[src/rtl/gov_pkg.sv]
package gov_pkg;
  localparam int NUM_LVL = 5;
  localparam int LVL_W   = $clog2(NUM_LVL);
  localparam int MODE_W  = 3;

  localparam logic [2:0] A_LOW    = 3'd0;
  localparam logic [2:0] A_HIGH   = 3'd1;
  localparam logic [2:0] A_CRIT   = 3'd2;
  localparam logic [2:0] A_BUDGET = 3'd3;
  localparam logic [2:0] A_PERIOD = 3'd4;
  localparam logic [2:0] A_PARK   = 3'd5;

  typedef enum logic [MODE_W-1:0] {
    IM_ACTIVE, IM_IDLE0, IM_IDLE1, IM_IDLE2, IM_IDLE3, IM_NOFETCH
  } idle_mode_e;

  typedef enum logic [1:0] {STEP_HOLD, STEP_UP, STEP_DOWN} step_e;

  typedef struct packed {
    logic  hot;
    logic  skip;
    step_e step;
  } verdict_t;
endpackage

[src/rtl/gov_cfg_regs.sv]
module gov_cfg_regs #(
  parameter int TEMP_W     = 8,
  parameter int TIME_W     = 16,
  parameter int LOW_RST    = 70,
  parameter int HIGH_RST   = 90,
  parameter int CRIT_RST   = 92,
  parameter int BUDGET_RST = 100,
  parameter int PERIOD_RST = 200,
  parameter int PARK_RST   = 3,
  parameter int PARK_MAX   = 4
) (
  input  logic              clk_i,
  input  logic              rst_ni,
  input  logic              we_i,
  input  logic [2:0]        addr_i,
  input  logic [TIME_W-1:0] wdata_i,
  output logic [TEMP_W-1:0] thr_low_o,
  output logic [TEMP_W-1:0] thr_high_o,
  output logic [TEMP_W-1:0] thr_crit_o,
  output logic [TIME_W-1:0] budget_o,
  output logic [TIME_W-1:0] period_o,
  output logic [2:0]        park_o
);
  import gov_pkg::*;

  always_ff @(posedge clk_i or negedge rst_ni) begin
    if (!rst_ni) begin
      thr_low_o  <= TEMP_W'(LOW_RST);
      thr_high_o <= TEMP_W'(HIGH_RST);
      thr_crit_o <= TEMP_W'(CRIT_RST);
      budget_o   <= TIME_W'(BUDGET_RST);
      period_o   <= TIME_W'(PERIOD_RST);
      park_o     <= 3'(PARK_RST);
    end else if (we_i) begin
      unique case (addr_i)
        A_LOW:    thr_low_o  <= wdata_i[TEMP_W-1:0];
        A_HIGH:   thr_high_o <= wdata_i[TEMP_W-1:0];
        A_CRIT:   thr_crit_o <= wdata_i[TEMP_W-1:0];
        A_BUDGET: budget_o   <= wdata_i;
        A_PERIOD: period_o   <= wdata_i;
        A_PARK:   if (wdata_i <= TIME_W'(PARK_MAX)) park_o <= wdata_i[2:0];
        default:  ;
      endcase
    end
  end
endmodule

[src/rtl/gov_frame_timer.sv]
module gov_frame_timer #(
  parameter int TIME_W = 16
) (
  input  logic              clk_i,
  input  logic              rst_ni,
  input  logic              frame_start_i,
  input  logic              task_done_i,
  input  logic              block_i,
  input  logic [TIME_W-1:0] time_i,
  output logic              busy_o,
  output logic              eval_o,
  output logic [TIME_W-1:0] elapsed_o
);
  logic [TIME_W-1:0] start_q;

  assign eval_o    = busy_o & task_done_i;
  // modular difference tolerates counter wrap
  assign elapsed_o = time_i - start_q;

  always_ff @(posedge clk_i or negedge rst_ni) begin
    if (!rst_ni) begin
      busy_o  <= 1'b0;
      start_q <= '0;
    end else if (busy_o) begin
      if (task_done_i) busy_o <= 1'b0;
    end else if (frame_start_i && !block_i) begin
      busy_o  <= 1'b1;
      start_q <= time_i;
    end
  end
endmodule

[src/rtl/gov_policy.sv]
module gov_policy #(
  parameter int TEMP_W = 8,
  parameter int TIME_W = 16
) (
  input  logic [TEMP_W-1:0]  temp_i,
  input  logic [TIME_W-1:0]  elapsed_i,
  input  logic [TIME_W-1:0]  budget_i,
  input  logic [TIME_W-1:0]  period_i,
  input  logic [TEMP_W-1:0]  thr_high_i,
  input  logic [TEMP_W-1:0]  thr_crit_i,
  output gov_pkg::verdict_t  verdict_o
);
  import gov_pkg::*;

  logic over_crit, overrun, late, early, warm;

  assign over_crit = temp_i > thr_crit_i;
  assign overrun   = elapsed_i > period_i;
  assign late      = elapsed_i > budget_i;
  assign early     = elapsed_i < budget_i;
  assign warm      = temp_i >= thr_high_i;

  // priority: critical park, then overrun, then slack step
  always_comb begin
    verdict_o = '{hot: 1'b0, skip: 1'b0, step: STEP_HOLD};
    if (over_crit)          verdict_o.hot  = 1'b1;
    else if (overrun)       verdict_o.skip = 1'b1;
    else if (late && !warm) verdict_o.step = STEP_UP;
    else if (early)         verdict_o.step = STEP_DOWN;
  end
endmodule

[src/rtl/thermal_dvfs_gov.sv]
module thermal_dvfs_gov #(
  parameter int TEMP_W     = 8,
  parameter int TIME_W     = 16,
  parameter int LOW_RST    = 70,
  parameter int HIGH_RST   = 90,
  parameter int CRIT_RST   = 92,
  parameter int BUDGET_RST = 100,
  parameter int PERIOD_RST = 200,
  parameter int PARK_RST   = 3
) (
  input  logic              clk_i,
  input  logic              rst_ni,
  input  logic [TEMP_W-1:0] temp_i,
  input  logic [TIME_W-1:0] time_i,
  input  logic              frame_start_i,
  input  logic              task_done_i,
  input  logic              cfg_we_i,
  input  logic [2:0]        cfg_addr_i,
  input  logic [TIME_W-1:0] cfg_wdata_i,
  output logic [2:0]        freq_lvl_o,
  output logic [2:0]        idle_mode_o,
  output logic              frame_skip_o,
  output logic              frame_busy_o
);
  import gov_pkg::*;

  localparam logic [LVL_W-1:0] LVL_TOP = '0;
  localparam logic [LVL_W-1:0] LVL_BOT = LVL_W'(NUM_LVL - 1);

  logic [TEMP_W-1:0] thr_low, thr_high, thr_crit;
  logic [TIME_W-1:0] budget, period, elapsed;
  logic [2:0]        park;
  logic              eval, hot_q, skip_q;
  logic [LVL_W-1:0]  lvl_q, lvl_d;
  verdict_t          verdict;

  gov_cfg_regs #(
    .TEMP_W(TEMP_W), .TIME_W(TIME_W), .LOW_RST(LOW_RST), .HIGH_RST(HIGH_RST),
    .CRIT_RST(CRIT_RST), .BUDGET_RST(BUDGET_RST), .PERIOD_RST(PERIOD_RST),
    .PARK_RST(PARK_RST), .PARK_MAX(NUM_LVL - 1)
  ) i_cfg (
    .clk_i, .rst_ni, .we_i(cfg_we_i), .addr_i(cfg_addr_i), .wdata_i(cfg_wdata_i),
    .thr_low_o(thr_low), .thr_high_o(thr_high), .thr_crit_o(thr_crit),
    .budget_o(budget), .period_o(period), .park_o(park)
  );

  gov_frame_timer #(.TIME_W(TIME_W)) i_timer (
    .clk_i, .rst_ni, .frame_start_i, .task_done_i, .block_i(hot_q), .time_i,
    .busy_o(frame_busy_o), .eval_o(eval), .elapsed_o(elapsed)
  );

  gov_policy #(.TEMP_W(TEMP_W), .TIME_W(TIME_W)) i_policy (
    .temp_i, .elapsed_i(elapsed), .budget_i(budget), .period_i(period),
    .thr_high_i(thr_high), .thr_crit_i(thr_crit), .verdict_o(verdict)
  );

  always_comb begin
    lvl_d = lvl_q;
    if (eval) begin
      unique case (verdict.step)
        STEP_UP:   if (lvl_q != LVL_TOP) lvl_d = lvl_q - 1'b1;
        STEP_DOWN: if (lvl_q != LVL_BOT) lvl_d = lvl_q + 1'b1;
        default:   ;
      endcase
    end
  end

  always_ff @(posedge clk_i or negedge rst_ni) begin
    if (!rst_ni) begin
      lvl_q  <= LVL_TOP;
      hot_q  <= 1'b0;
      skip_q <= 1'b0;
    end else begin
      lvl_q  <= lvl_d;
      skip_q <= eval & verdict.skip;
      if (eval && verdict.hot)        hot_q <= 1'b1;
      else if (hot_q && temp_i < thr_low) hot_q <= 1'b0;
    end
  end

  assign freq_lvl_o   = 3'(lvl_q);
  assign frame_skip_o = skip_q;
  assign idle_mode_o  = hot_q ? (park + 3'd1) : 3'(IM_ACTIVE);
endmodule

[config.mk]
export PLATFORM = sky130hd
export DESIGN_NAME = thermal_dvfs_gov
export DESIGN_NICKNAME = d
export VERILOG_FILES = /design/src/rtl/gov_pkg.sv /design/src/rtl/gov_cfg_regs.sv /design/src/rtl/gov_frame_timer.sv /design/src/rtl/gov_policy.sv /design/src/rtl/thermal_dvfs_gov.sv
export SDC_FILE = /design/constraint.sdc
export NUM_CORES = 1
export LEC_CHECK = 0
export BUFFER_PORTS_ARGS = -buffer_cell sky130_fd_sc_hd__buf_2
export CAP_MARGIN = 20
export CORE_MARGIN = 2
export CORE_UTILIZATION = 54
export DETAILED_ROUTE_END_ITERATION = 10
export GPL_TIMING_DRIVEN = 0
export PLACE_DENSITY = 0.84
export SLEW_MARGIN = 15
export SYNTH_ARGS = -nofsm -noshare
export SYNTH_HDL_FRONTEND = slang
export SYNTH_SLANG_ARGS = --single-unit
export TNS_END_PERCENT = 30
[constraint.sdc]
create_clock -name clk_i -period 4.3 [get_ports clk_i]
set_clock_uncertainty 0.15 [all_clocks]
set_input_delay 0.645 -clock clk_i [delete_from_list [all_inputs] [get_ports clk_i]]
set_output_delay 0.645 -clock clk_i [all_outputs]
set_load 0.01 [all_outputs]
==> results of run 1 <==
cell type report:
type,count,area share (%)
repair buffers,70,6.61
clock buffers,9,1.98
well taps,133,2.66
plain buffers,11,0.679
flip-flops and latches,81,32.7
clock inverters,7,1.30
multi-input cells,397,49.5
inverters,76,4.55
sequential cells by signal, summed over array words and instances (netlist names):
name and flops:
i_cfg.thr_crit_o 8, i_cfg.period_o 16, frame_skip_o 1, freq_lvl_o 3, i_cfg.thr_high_o 8, i_timer.start_q 16, i_cfg.park_o 3, i_cfg.thr_low_o 8
i_cfg.budget_o 16, i_timer.busy_o 1, hot_q 1
what timing repair did:
item                                   4_1_cts  5_1_grt
endpoints found under the hold margin        0        0
buffers inserted                             8        6
pin swaps                                   17       19
resized for setup                           16       20
hold buffers                                 0        0
setup endpoints to repair                    3        3
power by group through the flow:
stage	Sequential (uW)	Combinational, uW	Clock, uW
2_1_floorplan	1080	1600	0
5_1_grt	1110	2980	633
3_3_place_gp	1090	1980	0
6_report	1090	2670	601
3_5_place_dp	1100	2120	0
4_1_cts	1080	2340	603
kinds of logic (layout without fill, tap and decap cells):
kind of cell / after synthesis / after routing / share of synthesized area, %
DFF: 81 / 81 / 38.9
AOI/OAI and AO/OA: 129 / 129 / 14.4
adders and majority gates: 75 / 75 / 18.1
xor gates and xnor gates: 15 / 15 / 2.49
buffers and inverters: 87 / 173 / 6.22
and+or+nand+nor: 151 / 151 / 14.1
muxes: 27 / 27 / 5.75
cells in the mapped netlist (3+ instances only):
cell type,number,area [sq um]
sky130_fd_sc_hd__a211oi_1,3,22.5
sky130_fd_sc_hd__a21o_1,10,75.1
sky130_fd_sc_hd__a21oi_1,30,150
sky130_fd_sc_hd__and3_1,3,18.8
sky130_fd_sc_hd__clkbuf_1,10,37.5
sky130_fd_sc_hd__dfrtp_1,62,1550
sky130_fd_sc_hd__dfstp_2,19,499
sky130_fd_sc_hd__ha_1,73,913
sky130_fd_sc_hd__inv_1,76,285
sky130_fd_sc_hd__mux2_1,15,169
sky130_fd_sc_hd__mux2_2,11,124
sky130_fd_sc_hd__nand2_1,68,255
sky130_fd_sc_hd__nand2b_1,4,25.0
sky130_fd_sc_hd__nand3_1,16,80.1
sky130_fd_sc_hd__nand4_1,14,87.6
sky130_fd_sc_hd__nor2_1,16,60.1
sky130_fd_sc_hd__nor2b_1,6,37.5
sky130_fd_sc_hd__nor3_1,6,30.0
sky130_fd_sc_hd__nor4_1,3,18.8
sky130_fd_sc_hd__o21ai_0,43,215
sky130_fd_sc_hd__o21ai_1,18,90.1
sky130_fd_sc_hd__o31a_1,3,26.3
sky130_fd_sc_hd__xnor2_1,6,52.6
sky130_fd_sc_hd__xor2_1,9,78.8
metrics by stage:
| stage | hold slack (ns) | setup TNS [ns] | total power, uW |
|---|---|---|---|
| 2_1_floorplan | 0.199 | -0.865 | 2680 |
| 3_5_place_dp | 0.331 | -2.94 | 3220 |
| 3_3_place_gp | 0.327 | -2.61 | 3070 |
| 6_report | 0.0168 | -1.11 | 4360 |
| 5_1_grt | 0.0346 | -1.66 | 4720 |
| 4_1_cts | 0.0285 | -1.10 | 4030 |
layer usage:
| metal | track usage [%] | up-vias | part of all wire, % |
|---|---|---|---|
| li1 | - | 2131 | - |
| met1 | 31.2 | 2154 | 42 |
| met2 | 42.3 | 138 | 50 |
| met3 | 5.49 | 44 | 4.9 |
| met4 | 11.4 | 0 | 3.1 |
| met5 | 0 | - | 0 |
worst register-to-register path, cell delays in order (launching register included):
cell and delay [ns]:
sky130_fd_sc_hd__dfrtp_1 0.42, sky130_fd_sc_hd__ha_4 0.19, sky130_fd_sc_hd__fa_2 0.36, sky130_fd_sc_hd__inv_1 0.06, sky130_fd_sc_hd__a21o_1 0.12, sky130_fd_sc_hd__a41o_1 0.23, sky130_fd_sc_hd__a41oi_2 0.18, sky130_fd_sc_hd__a21oi_1 0.19
sky130_fd_sc_hd__xor2_1 0.28, sky130_fd_sc_hd__ha_1 0.18, sky130_fd_sc_hd__nand4_1 0.13, sky130_fd_sc_hd__buf_4 0.18, sky130_fd_sc_hd__nor3_4 0.26, sky130_fd_sc_hd__a211oi_4 0.11, sky130_fd_sc_hd__a2111oi_4 0.34, sky130_fd_sc_hd__nand3_1 0.15
sky130_fd_sc_hd__ha_2 0.23, sky130_fd_sc_hd__mux2i_1 0.13, sky130_fd_sc_hd__nor3_1 0.07, sky130_fd_sc_hd__or3_4 0.36, sky130_fd_sc_hd__mux2_4 0.30
worst min-delay path by stage:
stage | start | to | slack (ns)
floorplan | rst_ni | frame_skip_o$_DFF_PN0_ | 0.20
global placement | i_cfg.thr_high_o[3]$_DFFE_PN1P_ | i_cfg.thr_high_o[3]$_DFFE_PN1P_ | 0.33
detailed placement | i_cfg.budget_o[12]$_DFFE_PN0P_ | i_cfg.budget_o[12]$_DFFE_PN0P_ | 0.33
CTS | rst_ni | i_cfg.thr_crit_o[7]$_DFFE_PN0P_ | 0.03
global route | rst_ni | i_cfg.thr_crit_o[7]$_DFFE_PN0P_ | 0.03
finish | rst_ni | i_cfg.thr_crit_o[7]$_DFFE_PN0P_ | 0.02
cells in the final DEF, fill, tap and decap left out, types with 15 or more instances in the layout:
| cell type | count |
|---|---|
| sky130_fd_sc_hd__nand2_1 | 68 |
| sky130_fd_sc_hd__dfstp_2 | 19 |
| sky130_fd_sc_hd__buf_2 | 55 |
| sky130_fd_sc_hd__o21ai_1 | 18 |
| sky130_fd_sc_hd__nand3_1 | 15 |
| sky130_fd_sc_hd__ha_1 | 68 |
| sky130_fd_sc_hd__o21ai_0 | 43 |
| sky130_fd_sc_hd__a21oi_1 | 26 |
| sky130_fd_sc_hd__dfrtp_1 | 62 |
| sky130_fd_sc_hd__inv_1 | 75 |
==> report_table.html, run 1 <==
<table>
<tr><th>Metric</th><th>Value</th></tr>
<tr><th colspan="2">Detailed routing</th></tr>
<tr><td>Post-route DRC violation count</td><td>0</td></tr>
<tr><td>Vias per cell</td><td>5.70</td></tr>
<tr><td>DR vias</td><td>roughly 4500</td></tr>
<tr><td>Iteration count of the initial detailed-routing pass</td><td>5</td></tr>
<tr><td>DRT iter0 DRCs</td><td>between 200 and 300</td></tr>
<tr><td>Total detailed-routing wirelength</td><td>around 13000 microns</td></tr>
<tr><td>Wire per inst</td><td>16.5 microns</td></tr>
<tr><td>Antenna violation net count after detailed routing</td><td>0</td></tr>
<tr><th colspan="2">Synthesis</th></tr>
<tr><td>Cell area after synthesis</td><td>about 0.0053 sq mm</td></tr>
<tr><td>Yosys cell types</td><td>54</td></tr>
<tr><td>Number of warnings reported in the yosys synthesis log</td><td>0</td></tr>
<tr><td>Top_reg_cell synth</td><td>sky130_fd_sc_hd__dfrtp_1</td></tr>
<tr><td>Async SR Flop Fraction</td><td>100%</td></tr>
<tr><td>Total nets after synthesis</td><td>688</td></tr>
<tr><td>Post-synthesis sequential element count</td><td>just over 80</td></tr>
<tr><td>Cell count after synthesis</td><td>roughly 570</td></tr>
<tr><td>Sequential cell area fraction in the yosys report</td><td>38.9%</td></tr>
<tr><td>Avg Cell Area, Syn</td><td>between 9 and 10 sq um</td></tr>
<tr><td>EDFF count, synth</td><td>0</td></tr>
<tr><th colspan="2">Worst setup path</th></tr>
<tr><td>Number of buffer and inverter instances along the worst setup path</td><td>2</td></tr>
<tr><td>Critical register-to-register path endpoint</td><td>freq_lvl_o[1]$_DFFE_PN0P_</td></tr>
<tr><td>Required time of the critical path</td><td>4.42 ns</td></tr>
<tr><td>Critical-path top delay cell</td><td>sky130_fd_sc_hd__dfrtp_1</td></tr>
<tr><td>Critical Path End Type</td><td>flip-flop</td></tr>
<tr><td>Cell-by-cell listing of the critical path</td><td>ha_4 -&gt; fa_2 -&gt; inv_1 -&gt; a21o_1 -&gt; a41o_1 -&gt; a41oi_2 -&gt; a21oi_1 -&gt; xor2_1 -&gt; ha_1 -&gt; nand4_1 -&gt; buf_4 -&gt; nor3_4 -&gt; a211oi_4 -&gt; a2111oi_4 -&gt; nand3_1 -&gt; ha_2 -&gt; mux2i_1 -&gt; nor3_1 -&gt; or3_4 -&gt; mux2_4</td></tr>
<tr><td>Register-to-Register Path Depth</td><td>20</td></tr>
<tr><td>Critical register-to-register path startpoint</td><td>i_timer.start_q[0]$_DFFE_PN0P_</td></tr>
<tr><td>CP max stage delay</td><td>between 0.4 and 0.5 ns</td></tr>
<tr><td>Endpoint of the most critical setup path</td><td>freq_lvl_o[1]$_DFFE_PN0P_</td></tr>
<tr><td>Worst Path Arrival</td><td>4.84 ns</td></tr>
<tr><td>CP Max Fanout</td><td>3</td></tr>
<tr><td>Register-to-register setup slack</td><td>-0.42 ns</td></tr>
<tr><td>Stages on the worst setup path</td><td>20</td></tr>
<tr><td>CP startpoint kind</td><td>flip-flop</td></tr>
<tr><td>Top delay family on crit path</td><td>compound AO/OA/AOI/OAI gates</td></tr>
<tr><td>Startpoint of the worst setup timing path</td><td>i_timer.start_q[0]$_DFFE_PN0P_</td></tr>
<tr><td>Type of the worst setup path</td><td>reg -&gt; reg</td></tr>
<tr><th colspan="2">Power and ir drop</th></tr>
<tr><td>Power density over the cells</td><td>between 600 and 700 mW/mm^2</td></tr>
<tr><td>Peak ir drop on the vdd network</td><td>between 0.3 and 0.4 mV</td></tr>
<tr><td>Proportion of power drawn by the clock network</td><td>between 10% and 20%</td></tr>
<tr><td>Net load switching power</td><td>~1900 uW</td></tr>
<tr><td>Leakage dissipation</td><td>approximately 0.0030 uW</td></tr>
<tr><td>Internal</td><td>roughly 2400 uW</td></tr>
<tr><td>Reg power frac</td><td>between 20% and 30%</td></tr>
<tr><td>Combinational share of power</td><td>61.3%</td></tr>
<tr><td>Share of total power consumed by net switching</td><td>approximately 44%</td></tr>
<tr><th colspan="2">Hold path</th></tr>
<tr><td>Class of the tightest hold or removal check</td><td>in -&gt; async</td></tr>
<tr><th colspan="2">Clocking</th></tr>
<tr><td>Clock buffer depth</td><td>2</td></tr>
<tr><td>Clock latency on the worst-skew pair</td><td>0.37 ns</td></tr>
<tr><td>CTS clock-pin slew for the worst setup and hold paths</td><td>around 0.10 ns</td></tr>
<tr><td>H-tree depth</td><td>3</td></tr>
<tr><td>Clk sinks</td><td>a little over 80</td></tr>
<tr><td>Clock tree root driver cell</td><td>sky130_fd_sc_hd__clkbuf_8</td></tr>
<tr><td>Clock buffer count from CTS</td><td>9</td></tr>
<tr><td>TritonCTS clock tree</td><td>done</td></tr>
<tr><th colspan="2">Placed design</th></tr>
<tr><td>Port bufs</td><td>55</td></tr>
<tr><td>Placed cell count</td><td>about 750</td></tr>
<tr><td>Pre-CTS setup slack</td><td>-1.06 ns</td></tr>
<tr><td>Sum of net half-perimeters after detailed placement</td><td>9160 microns</td></tr>
<tr><td>Placement Cell Area</td><td>about 0.0058 sq mm</td></tr>
<tr><td>RD Place Congestion</td><td>about 0.9</td></tr>
<tr><th colspan="2">Global routing</th></tr>
<tr><td>Pin count of the biggest net entering global routing</td><td>between 50 and 60</td></tr>
<tr><td>Total global-route track usage</td><td>between 20 and 30%</td></tr>
<tr><td>Via count of the first global-routing pass</td><td>4481</td></tr>
<tr><td>Global-route wire length before repair</td><td>20700 microns</td></tr>
<tr><td>GRT Residual Overflow</td><td>0</td></tr>
<tr><td>Antenna violations before repair</td><td>0</td></tr>
<tr><th colspan="2">Cells and area</th></tr>
<tr><td>Core utilization of the finished layout</td><td>65.0%</td></tr>
<tr><td>Number of nets in the layout</td><td>slightly below 800</td></tr>
<tr><td>Count of inserted antenna diode cells</td><td>0</td></tr>
<tr><td>Fraction of final layout cells sized beyond drive strength 1</td><td>a little under a quarter</td></tr>
<tr><td>Finished layout cell area</td><td>0.00627 sq mm</td></tr>
<tr><td>Number of fill cells</td><td>about 750</td></tr>
<tr><td>Sequential cell area</td><td>~0.0021 sq mm</td></tr>
<tr><td>Relative area change from synthesis to final layout</td><td>18.9%</td></tr>
<tr><td>Footprint of the multi-input gates</td><td>about 0.0031 sq mm</td></tr>
<tr><td>Post-route insts no fill</td><td>slightly below 800</td></tr>
<tr><th colspan="2">Floorplan</th></tr>
<tr><td>Effective utilization at floorplan</td><td>between 50% and 60%</td></tr>
<tr><td>Die extent in y</td><td>103 microns</td></tr>
<tr><td>Die outline width</td><td>roughly 100 microns</td></tr>
<tr><td>Total die area</td><td>about 0.011 sq mm</td></tr>
<tr><td>Number of top-level design ports</td><td>56</td></tr>
<tr><td>Placeable core area</td><td>roughly 0.0096 sq mm</td></tr>
<tr><td>Number of rows created at floorplan</td><td>36</td></tr>
<tr><th colspan="2">STA</th></tr>
<tr><td>Number of pins with negative max-slew slack in the final report</td><td>0</td></tr>
<tr><td>Share of the clock period used by the worst path after layout</td><td>110%</td></tr>
<tr><td>Maximum operating frequency</td><td>between 0.2 and 0.25 GHz</td></tr>
<tr><td>Hold Fails Final Rpt</td><td>0</td></tr>
<tr><td>Max_slew headroom</td><td>62.6%</td></tr>
<tr><td>Min setup slack post-route</td><td>-0.415 ns</td></tr>
<tr><td>Post-layout minimum cycle time</td><td>around 4.7 ns</td></tr>
<tr><td>Pin slew with the least headroom to its limit</td><td>0.561 ns</td></tr>
<tr><td>Final count of negative-setup-slack endpoints</td><td>3</td></tr>
<tr><td>Setup repair after global routing missed its margin</td><td>true</td></tr>
<tr><th colspan="2">Job</th></tr>
<tr><td>Number of violations of the max-capacitance limit</td><td>0</td></tr>
<tr><th colspan="2">Outcome</th></tr>
<tr><td>Violations in the final reports</td><td>negative setup slack</td></tr>
<tr><td>Outcome</td><td>finished with violations</td></tr>
</table>
No activity file was read; power rests on OpenSTA's default activity.
==> run 2: changes to the inputs <==
--- a/config.mk
+++ b/config.mk
@@ -8,10 +8,11 @@
 export BUFFER_PORTS_ARGS = -buffer_cell sky130_fd_sc_hd__buf_2
 export CAP_MARGIN = 20
 export CORE_MARGIN = 2
-export CORE_UTILIZATION = 54
+export CORE_UTILIZATION = 55
+export CTS_BUF_LIST = sky130_fd_sc_hd__clkbuf_4 sky130_fd_sc_hd__clkbuf_8
 export DETAILED_ROUTE_END_ITERATION = 10
 export GPL_TIMING_DRIVEN = 0
-export PLACE_DENSITY = 0.84
+export PLACE_DENSITY = 0.85
 export SLEW_MARGIN = 15
 export SYNTH_ARGS = -nofsm -noshare
 export SYNTH_HDL_FRONTEND = slang
==> run 2 against run 1 <==
  * Utilization increased by 2.0 points
  * Register-to-register slack got worse by 0.07 ns
  * Sequential power about the same
  * Critical endpoint unchanged
  * The flow still finishes with violations (negative setup slack)
  * Sequential share of layout area increased by 0.22 points
  * Via count decreased by 0.22%
  * Total power decreased by 1.2%
==> report_table.html, run 2 (same netlist as run 1, synthesis figures left out) <==
<table>
<tr><th>Metric</th><th>Value</th></tr>
<tr><th colspan="2">STA</th></tr>
<tr><td>Setup repair after global routing missed its margin</td><td>true</td></tr>
<tr><td>Hold Fails Final Rpt</td><td>0 (unchanged)</td></tr>
<tr><td>Pin slew with the least headroom to its limit</td><td>0.606 ns (+0.0454 ns)</td></tr>
<tr><td>Final count of negative-setup-slack endpoints</td><td>3 (unchanged)</td></tr>
<tr><td>Share of the clock period used by the worst path after layout</td><td>112% (+2.0 points)</td></tr>
<tr><td>Hold slack</td><td>0.0257 ns (+0.00890 ns)</td></tr>
<tr><td>Maximum operating frequency</td><td>0.208 GHz (-1.8%)</td></tr>
<tr><td>Post-layout minimum cycle time</td><td>4.80 ns (+0.0874 ns)</td></tr>
<tr><td>Number of pins with negative max-slew slack in the final report</td><td>0 (unchanged)</td></tr>
<tr><td>Max_slew headroom</td><td>59.6% (-3.0 points)</td></tr>
<tr><td>Min setup slack post-route</td><td>-0.503 ns (-0.0874 ns)</td></tr>
<tr><td>Final-layout setup total negative slack</td><td>-1.28 ns (-0.175 ns)</td></tr>
<tr><th colspan="2">Detailed routing</th></tr>
<tr><td>Highest routed metal layer</td><td>met4</td></tr>
<tr><td>Length of routed met3 wiring</td><td>617 microns (-3.1%)</td></tr>
<tr><td>Iteration count of the initial detailed-routing pass</td><td>6 (+1)</td></tr>
<tr><td>Met2 wire length</td><td>6700 microns (+3.3%)</td></tr>
<tr><td>Vias per cell</td><td>5.72 (+0.42%)</td></tr>
<tr><td>Antenna violation net count after detailed routing</td><td>0 (unchanged)</td></tr>
<tr><td>Total detailed-routing wirelength</td><td>13100 microns (+1.3%)</td></tr>
<tr><td>DR vias</td><td>4457 (-0.22%)</td></tr>
<tr><td>Wire per inst</td><td>16.8 microns (+1.9%)</td></tr>
<tr><td>Post-route DRC violation count</td><td>0 (unchanged)</td></tr>
<tr><td>Met1 wire length</td><td>5390 microns (+0.13%)</td></tr>
<tr><td>DRT iter0 DRCs</td><td>236 (-17%)</td></tr>
<tr><th colspan="2">Outcome</th></tr>
<tr><td>Outcome</td><td>finished with violations</td></tr>
<tr><td>Violations in the final reports</td><td>negative setup slack</td></tr>
<tr><th colspan="2">Clocking</th></tr>
<tr><td>TritonCTS clock tree</td><td>done</td></tr>
<tr><td>Clock tree root driver cell</td><td>sky130_fd_sc_hd__clkbuf_8</td></tr>
<tr><td>CTS clock-pin slew for the worst setup and hold paths</td><td>0.09 ns (about the same)</td></tr>
<tr><td>Clock buffer depth</td><td>2 (unchanged)</td></tr>
<tr><td>Clock latency on the worst-skew pair</td><td>0.36 ns (about the same)</td></tr>
<tr><td>Clock buffer count from CTS</td><td>9 (unchanged)</td></tr>
<tr><td>H-tree depth</td><td>3 (unchanged)</td></tr>
<tr><td>Clk sinks</td><td>81 (unchanged)</td></tr>
<tr><th colspan="2">Worst setup path</th></tr>
<tr><td>Critical-path top delay cell</td><td>sky130_fd_sc_hd__a2111oi_2</td></tr>
<tr><td>Type of the worst setup path</td><td>in -&gt; reg</td></tr>
<tr><td>Critical Path End Type</td><td>flip-flop</td></tr>
<tr><td>Number of buffer and inverter instances along the worst setup path</td><td>2 (unchanged)</td></tr>
<tr><td>Worst Path Arrival</td><td>4.91 ns (+0.07 ns)</td></tr>
<tr><td>Cell-by-cell listing of the critical path</td><td>buf_2 -&gt; ha_1 -&gt; nand2_1 -&gt; nand2b_1 -&gt; a21oi_1 -&gt; nor2_1 -&gt; a2111oi_2 -&gt; nand3_2 -&gt; buf_6 -&gt; ha_4 -&gt; nand4_1 -&gt; nor2_4 -&gt; nand2_2 -&gt; o31a_1 -&gt; a31oi_4 -&gt; nand3_2 -&gt; ha_4 -&gt; mux2i_1 -&gt; nor3_1 -&gt; or3_4 -&gt; mux2_4</td></tr>
<tr><td>Required time of the critical path</td><td>4.41 ns (about the same)</td></tr>
<tr><td>CP max stage delay</td><td>0.50 ns (+0.08 ns)</td></tr>
<tr><td>CP startpoint kind</td><td>primary input</td></tr>
<tr><td>Top delay family on crit path</td><td>simple AND/OR/NAND/NOR gates</td></tr>
<tr><td>CP Max Fanout</td><td>6 (+3)</td></tr>
<tr><th colspan="2">Floorplan</th></tr>
<tr><td>Number of top-level design ports</td><td>56 (unchanged)</td></tr>
<tr><td>Total die area</td><td>0.0104 sq mm (-1.7%)</td></tr>
<tr><td>Die outline width</td><td>102 microns (-0.88%)</td></tr>
<tr><td>Number of rows created at floorplan</td><td>35 (-2.8%)</td></tr>
<tr><td>Die extent in y</td><td>102 microns (-0.88%)</td></tr>
<tr><td>Effective utilization at floorplan</td><td>56.8% (+2.1 points)</td></tr>
<tr><td>Placeable core area</td><td>0.00928 sq mm (-3.7%)</td></tr>
<tr><th colspan="2">Global routing</th></tr>
<tr><td>Antenna violations before repair</td><td>0 (unchanged)</td></tr>
<tr><td>GRT Residual Overflow</td><td>0 (unchanged)</td></tr>
<tr><td>Global-route wire length before repair</td><td>20700 microns (+0.20%)</td></tr>
<tr><td>Via count of the first global-routing pass</td><td>4454 (-0.60%)</td></tr>
<tr><td>Total global-route track usage</td><td>25.6% (+0.43 points)</td></tr>
<tr><td>Pin count of the biggest net entering global routing</td><td>58 (+1.8%)</td></tr>
<tr><th colspan="2">Cells and area</th></tr>
<tr><td>Fraction of final layout cells sized beyond drive strength 1</td><td>24.2% (+0.81 points)</td></tr>
<tr><td>Commonest non-fill, non-tap cells in the layout</td><td>73 x sky130_fd_sc_hd__inv_1, 67 x sky130_fd_sc_hd__nand2_1, 67 x sky130_fd_sc_hd__ha_1</td></tr>
<tr><td>Sequential cell area</td><td>0.00205 sq mm (unchanged)</td></tr>
<tr><td>Footprint of the multi-input gates</td><td>0.00310 sq mm (-0.12%)</td></tr>
<tr><td>Number of fill cells</td><td>716 (-4.4%)</td></tr>
<tr><td>Most common cell after layout, fill and taps aside</td><td>sky130_fd_sc_hd__inv_1</td></tr>
<tr><td>Largest registers in the final layout</td><td>i_cfg.budget_o: 16 flops, i_cfg.period_o: 16 flops, i_timer.start_q: 16 flops</td></tr>
<tr><td>Relative area change from synthesis to final layout</td><td>18.1%</td></tr>
<tr><td>Number of nets in the layout</td><td>768 (-0.13%)</td></tr>
<tr><td>Finished layout cell area</td><td>0.00622 sq mm (-0.68%)</td></tr>
<tr><td>Count of inserted antenna diode cells</td><td>0 (unchanged)</td></tr>
<tr><th colspan="2">Placed design</th></tr>
<tr><td>Placement Cell Area</td><td>0.00575 sq mm (about the same)</td></tr>
<tr><td>RD Place Congestion</td><td>0.915 (-0.23%)</td></tr>
<tr><td>Port bufs</td><td>55 (unchanged)</td></tr>
<tr><td>Sum of net half-perimeters after detailed placement</td><td>9300 microns (+1.5%)</td></tr>
<tr><th colspan="2">Job</th></tr>
<tr><td>Number of violations of the max-capacitance limit</td><td>0 (unchanged)</td></tr>
<tr><th colspan="2">Power and ir drop</th></tr>
<tr><td>Power density over the cells</td><td>692 mW/mm^2 (-0.50%)</td></tr>
<tr><td>Leakage dissipation</td><td>0.00298 uW (-1.1%)</td></tr>
<tr><td>Peak ir drop on the vdd network</td><td>0.424 mV (+8.5%)</td></tr>
<tr><th colspan="2">Hold path</th></tr>
<tr><td>Class of the tightest hold or removal check</td><td>in -&gt; async</td></tr>
</table>
run 2: cell count changes in the layout (fill, tap and decap cells not counted), moves of 2 or more:
| cell | change |
|---|---|
| sky130_fd_sc_hd__nand3_2 | +3 |
| sky130_fd_sc_hd__buf_4 | -2 |
| sky130_fd_sc_hd__clkinvlp_4 | +2 |
| sky130_fd_sc_hd__inv_1 | -2 |
| sky130_fd_sc_hd__inv_2 | +2 |
| sky130_fd_sc_hd__nand3_1 | -2 |
| sky130_fd_sc_hd__o21ai_2 | +2 |
| sky130_fd_sc_hd__o21ai_4 | -2 |
run 2: through the flow:
step	instances	setup WS (ns)	power, uW	util, %
after global routing	779	-0.704	4640	67.0
final	779	-0.503	4300	67.0
after global placement	749	-0.953	3060	61.6
after detailed placement	750	-1.08	3230	61.9
after floorplan	565	-0.390	2680	-
after CTS	775	-0.425	3980	65.6
run 2: path summary, 6_finish.rpt:
path,slack (ns),endpoint,depth (start not counted),from
worst max-delay path,-0.50,freq_lvl_o[1]$_DFFE_PN0P_,21,time_i[12]
worst min register to register,0.35,i_cfg.budget_o[10]$_DFFE_PN0P_,1,i_cfg.budget_o[10]$_DFFE_PN0P_
min in group clk_i,0.35,i_timer.start_q[8]$_DFFE_PN0P_,3,time_i[8]
worst max register to register,-0.49,freq_lvl_o[1]$_DFFE_PN0P_,20,i_timer.start_q[1]$_DFFE_PN0P_
max in group asynchronous,3.34,i_cfg.thr_low_o[2]$_DFFE_PN1P_,2,rst_ni
worst min-delay path,0.03,i_cfg.period_o[12]$_DFFE_PN0P_,1,rst_ni
run 2: area by class of cell:
type,instances,share of cell area (%)
Multi-Input combinational cell,397,49.8
Clock buffer,9,1.99
Clock inverter,7,0.824
Sequential cell,81,33.0
Buffer,11,0.684
Tap cell,129,2.59
Inverter,76,4.58
Timing Repair Buffer,69,6.59
run 2: timing repair:
| action | CTS | global route |
|---|---|---|
| endpoints found under the setup margin | 3 | 3 |
| setup buffers | 9 | 5 |
| resized for setup | 21 | 19 |
| hold buffers | 0 | 0 |
| pin swaps | 24 | 25 |
run 2: metal layers:
| layer | global-route usage (%) | up-vias |
|---|---|---|
| met1 | 32.5 | 2147 |
| li1 | - | 2121 |
| met4 | 11.3 | 0 |
| met2 | 44.0 | 153 |
| met3 | 3.15 | 36 |
| met5 | 0 | - |
run 2: worst reg2reg max path: stages, from the launching register on:
cell and delay, ns:
sky130_fd_sc_hd__dfrtp_1 0.40, sky130_fd_sc_hd__inv_2 0.05, sky130_fd_sc_hd__ha_1 0.26, sky130_fd_sc_hd__nor2b_4 0.13, sky130_fd_sc_hd__o31a_1 0.27, sky130_fd_sc_hd__o21ai_2 0.20
sky130_fd_sc_hd__o21ai_2 0.12, sky130_fd_sc_hd__or4b_1 0.57, sky130_fd_sc_hd__nand3_2 0.16, sky130_fd_sc_hd__ha_4 0.23, sky130_fd_sc_hd__nand4_1 0.15, sky130_fd_sc_hd__nor2_1 0.08
sky130_fd_sc_hd__a221o_1 0.38, sky130_fd_sc_hd__a211oi_4 0.23, sky130_fd_sc_hd__a2111oi_4 0.07, sky130_fd_sc_hd__and3_1 0.20, sky130_fd_sc_hd__ha_2 0.18, sky130_fd_sc_hd__mux2i_1 0.13
sky130_fd_sc_hd__nor3_1 0.07, sky130_fd_sc_hd__or3_4 0.35, sky130_fd_sc_hd__mux2_4 0.30
run 2: report_power, final:
group	total (uW)	switching (uW)	leakage [uW]	internal (uW)
sequential	1090	99.8	0.000957	990
combinational	2700	1520	0.00194	1180
clock	519	305	0.0000864	214
total	4300	1920	0.00298	2380
==> run 3: changes to the inputs <==
--- a/config.mk
+++ b/config.mk
@@ -7,12 +7,14 @@
 export LEC_CHECK = 0
 export BUFFER_PORTS_ARGS = -buffer_cell sky130_fd_sc_hd__buf_2
 export CAP_MARGIN = 20
+export CORE_ASPECT_RATIO = 0.9
 export CORE_MARGIN = 2
 export CORE_UTILIZATION = 55
 export CTS_BUF_LIST = sky130_fd_sc_hd__clkbuf_4 sky130_fd_sc_hd__clkbuf_8
 export DETAILED_ROUTE_END_ITERATION = 10
 export GPL_TIMING_DRIVEN = 0
 export PLACE_DENSITY = 0.85
+export RECOVER_POWER = 50
 export SLEW_MARGIN = 15
 export SYNTH_ARGS = -nofsm -noshare
 export SYNTH_HDL_FRONTEND = slang
==> run 3 against run 2 <==
  * Clock power grew 27%
  * Fmax is 0.38% higher
  * Die area is essentially flat
  * The flow finishes with violations (max-capacitance violations, max-slew violations, negative setup slack)
  * Utilization is 0.66 points higher
  * Largest cell class unchanged
  * Via count is 4.0% higher
  * Global-route usage rose by 2.1 points
  * Flip-flop and latch count stayed put
  * Sequential power about the same
  * Worst hold slack better by 0.32 ns
  * Non-clock buffer count fell by 1
  * Cell count fell by 1.0%
  * Critical endpoint unchanged
  * Register-to-register slack is essentially flat
==> report_table.html, run 3 (same netlist as run 1, synthesis figures left out) <==
<table>
<tr><th>Metric</th><th>Value</th></tr>
<tr><th colspan="2">Detailed routing</th></tr>
<tr><td>Iteration count of the initial detailed-routing pass</td><td>5 (-1)</td></tr>
<tr><td>Antenna violation net count after detailed routing</td><td>0 (unchanged)</td></tr>
<tr><td>Post-route DRC violation count</td><td>0 (unchanged)</td></tr>
<tr><td>Wire per inst</td><td>18.2 microns (+8.6%)</td></tr>
<tr><td>DR vias</td><td>4637 (+4.0%)</td></tr>
<tr><td>DRT iter0 DRCs</td><td>345 (+46%)</td></tr>
<tr><td>Total detailed-routing wirelength</td><td>14000 microns (+7.5%)</td></tr>
<tr><td>Vias per cell</td><td>6.01 (+5.1%)</td></tr>
<tr><th colspan="2">Placed design</th></tr>
<tr><td>Placed cell count</td><td>743 (-0.93%)</td></tr>
<tr><td>Port bufs</td><td>55 (unchanged)</td></tr>
<tr><td>Sum of net half-perimeters after detailed placement</td><td>9770 microns (+5.1%)</td></tr>
<tr><td>RD Place Congestion</td><td>0.874 (-4.5%)</td></tr>
<tr><th colspan="2">Outcome</th></tr>
<tr><td>Violations in the final reports</td><td>max-capacitance violations, max-slew violations, negative setup slack</td></tr>
<tr><td>Outcome</td><td>finished with violations</td></tr>
<tr><th colspan="2">Power and ir drop</th></tr>
<tr><td>Total power draw</td><td>4470 uW (+3.8%)</td></tr>
<tr><td>Power density over the cells</td><td>717 mW/mm^2 (+3.7%)</td></tr>
<tr><td>Peak ir drop on the vdd network</td><td>0.291 mV (-31%)</td></tr>
<tr><td>Leakage dissipation</td><td>0.00300 uW (+0.49%)</td></tr>
<tr><th colspan="2">Global routing</th></tr>
<tr><td>Total global-route track usage</td><td>27.7% (+2.1 points)</td></tr>
<tr><td>Pin count of the biggest net entering global routing</td><td>49 (-16%)</td></tr>
<tr><td>GRT Residual Overflow</td><td>0 (unchanged)</td></tr>
<tr><td>Antenna violations before repair</td><td>0 (unchanged)</td></tr>
<tr><td>Via count of the first global-routing pass</td><td>4853 (+9.0%)</td></tr>
<tr><td>Global-route wire length before repair</td><td>22800 microns (+10%)</td></tr>
<tr><th colspan="2">STA</th></tr>
<tr><td>Pin slew with the least headroom to its limit</td><td>1.83 ns (+1.23 ns)</td></tr>
<tr><td>Final count of negative-setup-slack endpoints</td><td>3 (unchanged)</td></tr>
<tr><td>Number of pins with negative max-slew slack in the final report</td><td>35 (+35)</td></tr>
<tr><td>Post-layout minimum cycle time</td><td>4.78 ns (-0.0180 ns)</td></tr>
<tr><td>Setup repair after global routing missed its margin</td><td>true</td></tr>
<tr><td>Share of the clock period used by the worst path after layout</td><td>111% (-0.42 points)</td></tr>
<tr><td>Min setup slack post-route</td><td>-0.485 ns (+0.0180 ns)</td></tr>
<tr><td>Hold Fails Final Rpt</td><td>0 (unchanged)</td></tr>
<tr><td>Max_slew headroom</td><td>-22.3% (-82 points)</td></tr>
<tr><td>Maximum operating frequency</td><td>0.209 GHz (+0.38%)</td></tr>
<tr><th colspan="2">Floorplan</th></tr>
<tr><td>Die outline width</td><td>107 microns (+5.2%)</td></tr>
<tr><td>Die extent in y</td><td>96.9 microns (-4.9%)</td></tr>
<tr><td>Number of rows created at floorplan</td><td>33 (-5.7%)</td></tr>
<tr><td>Number of top-level design ports</td><td>56 (unchanged)</td></tr>
<tr><td>Total die area</td><td>0.0104 sq mm (about the same)</td></tr>
<tr><td>Placeable core area</td><td>0.00921 sq mm (-0.82%)</td></tr>
<tr><td>Effective utilization at floorplan</td><td>57.2% (+0.47 points)</td></tr>
<tr><th colspan="2">Worst setup path</th></tr>
<tr><td>CP startpoint kind</td><td>flip-flop</td></tr>
<tr><td>Worst Path Arrival</td><td>4.90 ns (about the same)</td></tr>
<tr><td>Type of the worst setup path</td><td>reg -&gt; reg</td></tr>
<tr><td>Required time of the critical path</td><td>4.41 ns (about the same)</td></tr>
<tr><td>CP Max Fanout</td><td>5 (-1)</td></tr>
<tr><td>Critical Path End Type</td><td>flip-flop</td></tr>
<tr><th colspan="2">Cells and area</th></tr>
<tr><td>Largest registers in the final layout</td><td>i_cfg.budget_o: 16 flops, i_cfg.period_o: 16 flops, i_timer.start_q: 16 flops</td></tr>
<tr><td>Most common cell after layout, fill and taps aside</td><td>sky130_fd_sc_hd__inv_1</td></tr>
<tr><td>Fraction of final layout cells sized beyond drive strength 1</td><td>23.3% (-0.89 points)</td></tr>
<tr><td>Count of inserted antenna diode cells</td><td>0 (unchanged)</td></tr>
<tr><td>Post-route insts no fill</td><td>771 (-1.0%)</td></tr>
<tr><td>Core utilization of the finished layout</td><td>67.7% (+0.66 points)</td></tr>
<tr><td>Number of fill cells</td><td>652 (-8.9%)</td></tr>
<tr><td>Commonest non-fill, non-tap cells in the layout</td><td>76 x sky130_fd_sc_hd__inv_1, 68 x sky130_fd_sc_hd__nand2_1, 68 x sky130_fd_sc_hd__ha_1</td></tr>
<tr><td>Number of nets in the layout</td><td>767 (-0.13%)</td></tr>
<tr><td>Relative area change from synthesis to final layout</td><td>18.3%</td></tr>
<tr><th colspan="2">Hold path</th></tr>
<tr><td>Class of the tightest hold or removal check</td><td>reg -&gt; reg</td></tr>
<tr><th colspan="2">Clocking</th></tr>
<tr><td>Clk sinks</td><td>81 (unchanged)</td></tr>
<tr><td>TritonCTS clock tree</td><td>done</td></tr>
<tr><td>H-tree depth</td><td>3 (unchanged)</td></tr>
<tr><td>CTS clock-pin slew for the worst setup and hold paths</td><td>0.09 ns (about the same)</td></tr>
<tr><td>Clock tree root driver cell</td><td>sky130_fd_sc_hd__clkbuf_8</td></tr>
<tr><td>Number of hold buffers added after CTS</td><td>0 (unchanged)</td></tr>
<tr><td>Clock buffer depth</td><td>2 (unchanged)</td></tr>
<tr><td>Clock buffer count from CTS</td><td>9 (unchanged)</td></tr>
<tr><td>Clock latency on the worst-skew pair</td><td>0.37 ns (about the same)</td></tr>
<tr><th colspan="2">Job</th></tr>
<tr><td>Number of violations of the max-capacitance limit</td><td>1 (+1)</td></tr>
</table>
## run 3: changes by cell type in the layout (fill, tap and decap cells not counted), moves of 2 or more
cell                        previous run  this run
sky130_fd_sc_hd__inv_2                 3         0
sky130_fd_sc_hd__clkbuf_1             10        12
sky130_fd_sc_hd__a21oi_1              26        24
sky130_fd_sc_hd__inv_1                73        76
sky130_fd_sc_hd__clkinv_2              2         0
sky130_fd_sc_hd__bufinv_16             0         2
sky130_fd_sc_hd__a21oi_2               5         7
sky130_fd_sc_hd__buf_6                 2         0
## run 3: report_power, final
part / total, uW / switching [uW] / internal (uW)
combinational: 2730 / 1560 / 1170
clock: 658 / 304 / 354
sequential: 1090 / 96.1 / 990
## run 3: timing repair
action                                  in CTS  in global routing
pin swaps                                   23                  4
resized for setup                           29                  7
endpoints found under the setup margin       3                  3
setup buffers                               11                  1
## run 3: final timing paths
path | startpoint | slack, ns | end | cells past startpoint
max in group asynchronous | rst_ni | 1.35 | i_timer.start_q[0]$_DFFE_PN0P_ | 2
setup reg to reg | i_timer.start_q[0]$_DFFE_PN0P_ | -0.48 | freq_lvl_o[1]$_DFFE_PN0P_ | 21
min in group asynchronous | rst_ni | 0.61 | i_cfg.thr_crit_o[0]$_DFFE_PN0P_ | 1
setup / recovery | i_timer.start_q[0]$_DFFE_PN0P_ | -0.48 | freq_lvl_o[1]$_DFFE_PN0P_ | 21
hold reg to reg | i_cfg.thr_crit_o[4]$_DFFE_PN1P_ | 0.34 | i_cfg.thr_crit_o[4]$_DFFE_PN1P_ | 2
hold / removal | i_cfg.thr_crit_o[4]$_DFFE_PN1P_ | 0.34 | i_cfg.thr_crit_o[4]$_DFFE_PN1P_ | 2
## run 3: area by class of cell
cell class              count  area, sq um  share of cell area [%]
inverters                  76          285                    4.58
flip-flops and latches     81         2050                    32.9
repair buffers             68          368                    5.90
clock inverters             5         85.1                    1.36
clock buffers              11          145                    2.33
well taps                 122          153                    2.45
multi-input cells         397         3100                    49.8
plain buffers              11         42.5                   0.682
## run 3: metrics by stage
| step | area, sq um | worst slack, ns | hold WS, ns | TNS, ns |
|---|---|---|---|---|
| 2_1_floorplan | 5280 | -0.390 | 0.199 | -0.865 |
| 3_3_place_gp | 5710 | -1.04 | 0.323 | -2.82 |
| 3_5_place_dp | 5740 | -1.15 | 0.334 | -3.23 |
| 4_1_cts | 6200 | -0.414 | 0.0887 | -1.07 |
| 5_1_grt | 6230 | -0.710 | 0.365 | -1.97 |
| 6_report | 6230 | -0.485 | 0.345 | -1.25 |
## run 3: worst max-delay path, cell delays in order, from the launching register on
cell                      delay, ns
sky130_fd_sc_hd__dfrtp_1       0.41
sky130_fd_sc_hd__ha_4          0.18
sky130_fd_sc_hd__fa_2          0.36
sky130_fd_sc_hd__inv_1         0.06
sky130_fd_sc_hd__a21o_1        0.12
sky130_fd_sc_hd__a41o_1        0.24
sky130_fd_sc_hd__a41oi_4       0.17
sky130_fd_sc_hd__a21oi_2       0.23
sky130_fd_sc_hd__xor2_2        0.11
sky130_fd_sc_hd__buf_4         0.14
sky130_fd_sc_hd__ha_1          0.33
sky130_fd_sc_hd__nand4_1       0.17
sky130_fd_sc_hd__nor2_2        0.17
sky130_fd_sc_hd__nand2_1       0.14
sky130_fd_sc_hd__o31a_1        0.18
sky130_fd_sc_hd__a31oi_4       0.26
sky130_fd_sc_hd__nand3_2       0.16
sky130_fd_sc_hd__ha_4          0.20
sky130_fd_sc_hd__mux2i_1       0.12
sky130_fd_sc_hd__nor3_1        0.07
sky130_fd_sc_hd__or3_4         0.42
sky130_fd_sc_hd__mux2_4        0.30
## run 3: metal layers
metal  global-route usage, %  share of wire [%]  vias to the layer above
met5                       0                  0                        -
met4                    11.1                3.1                        0
met3                    4.38                6.3                       50
met2                    48.5                 50                      195
met1                    33.8                 40                     2275
li1                        -                  -                     2117
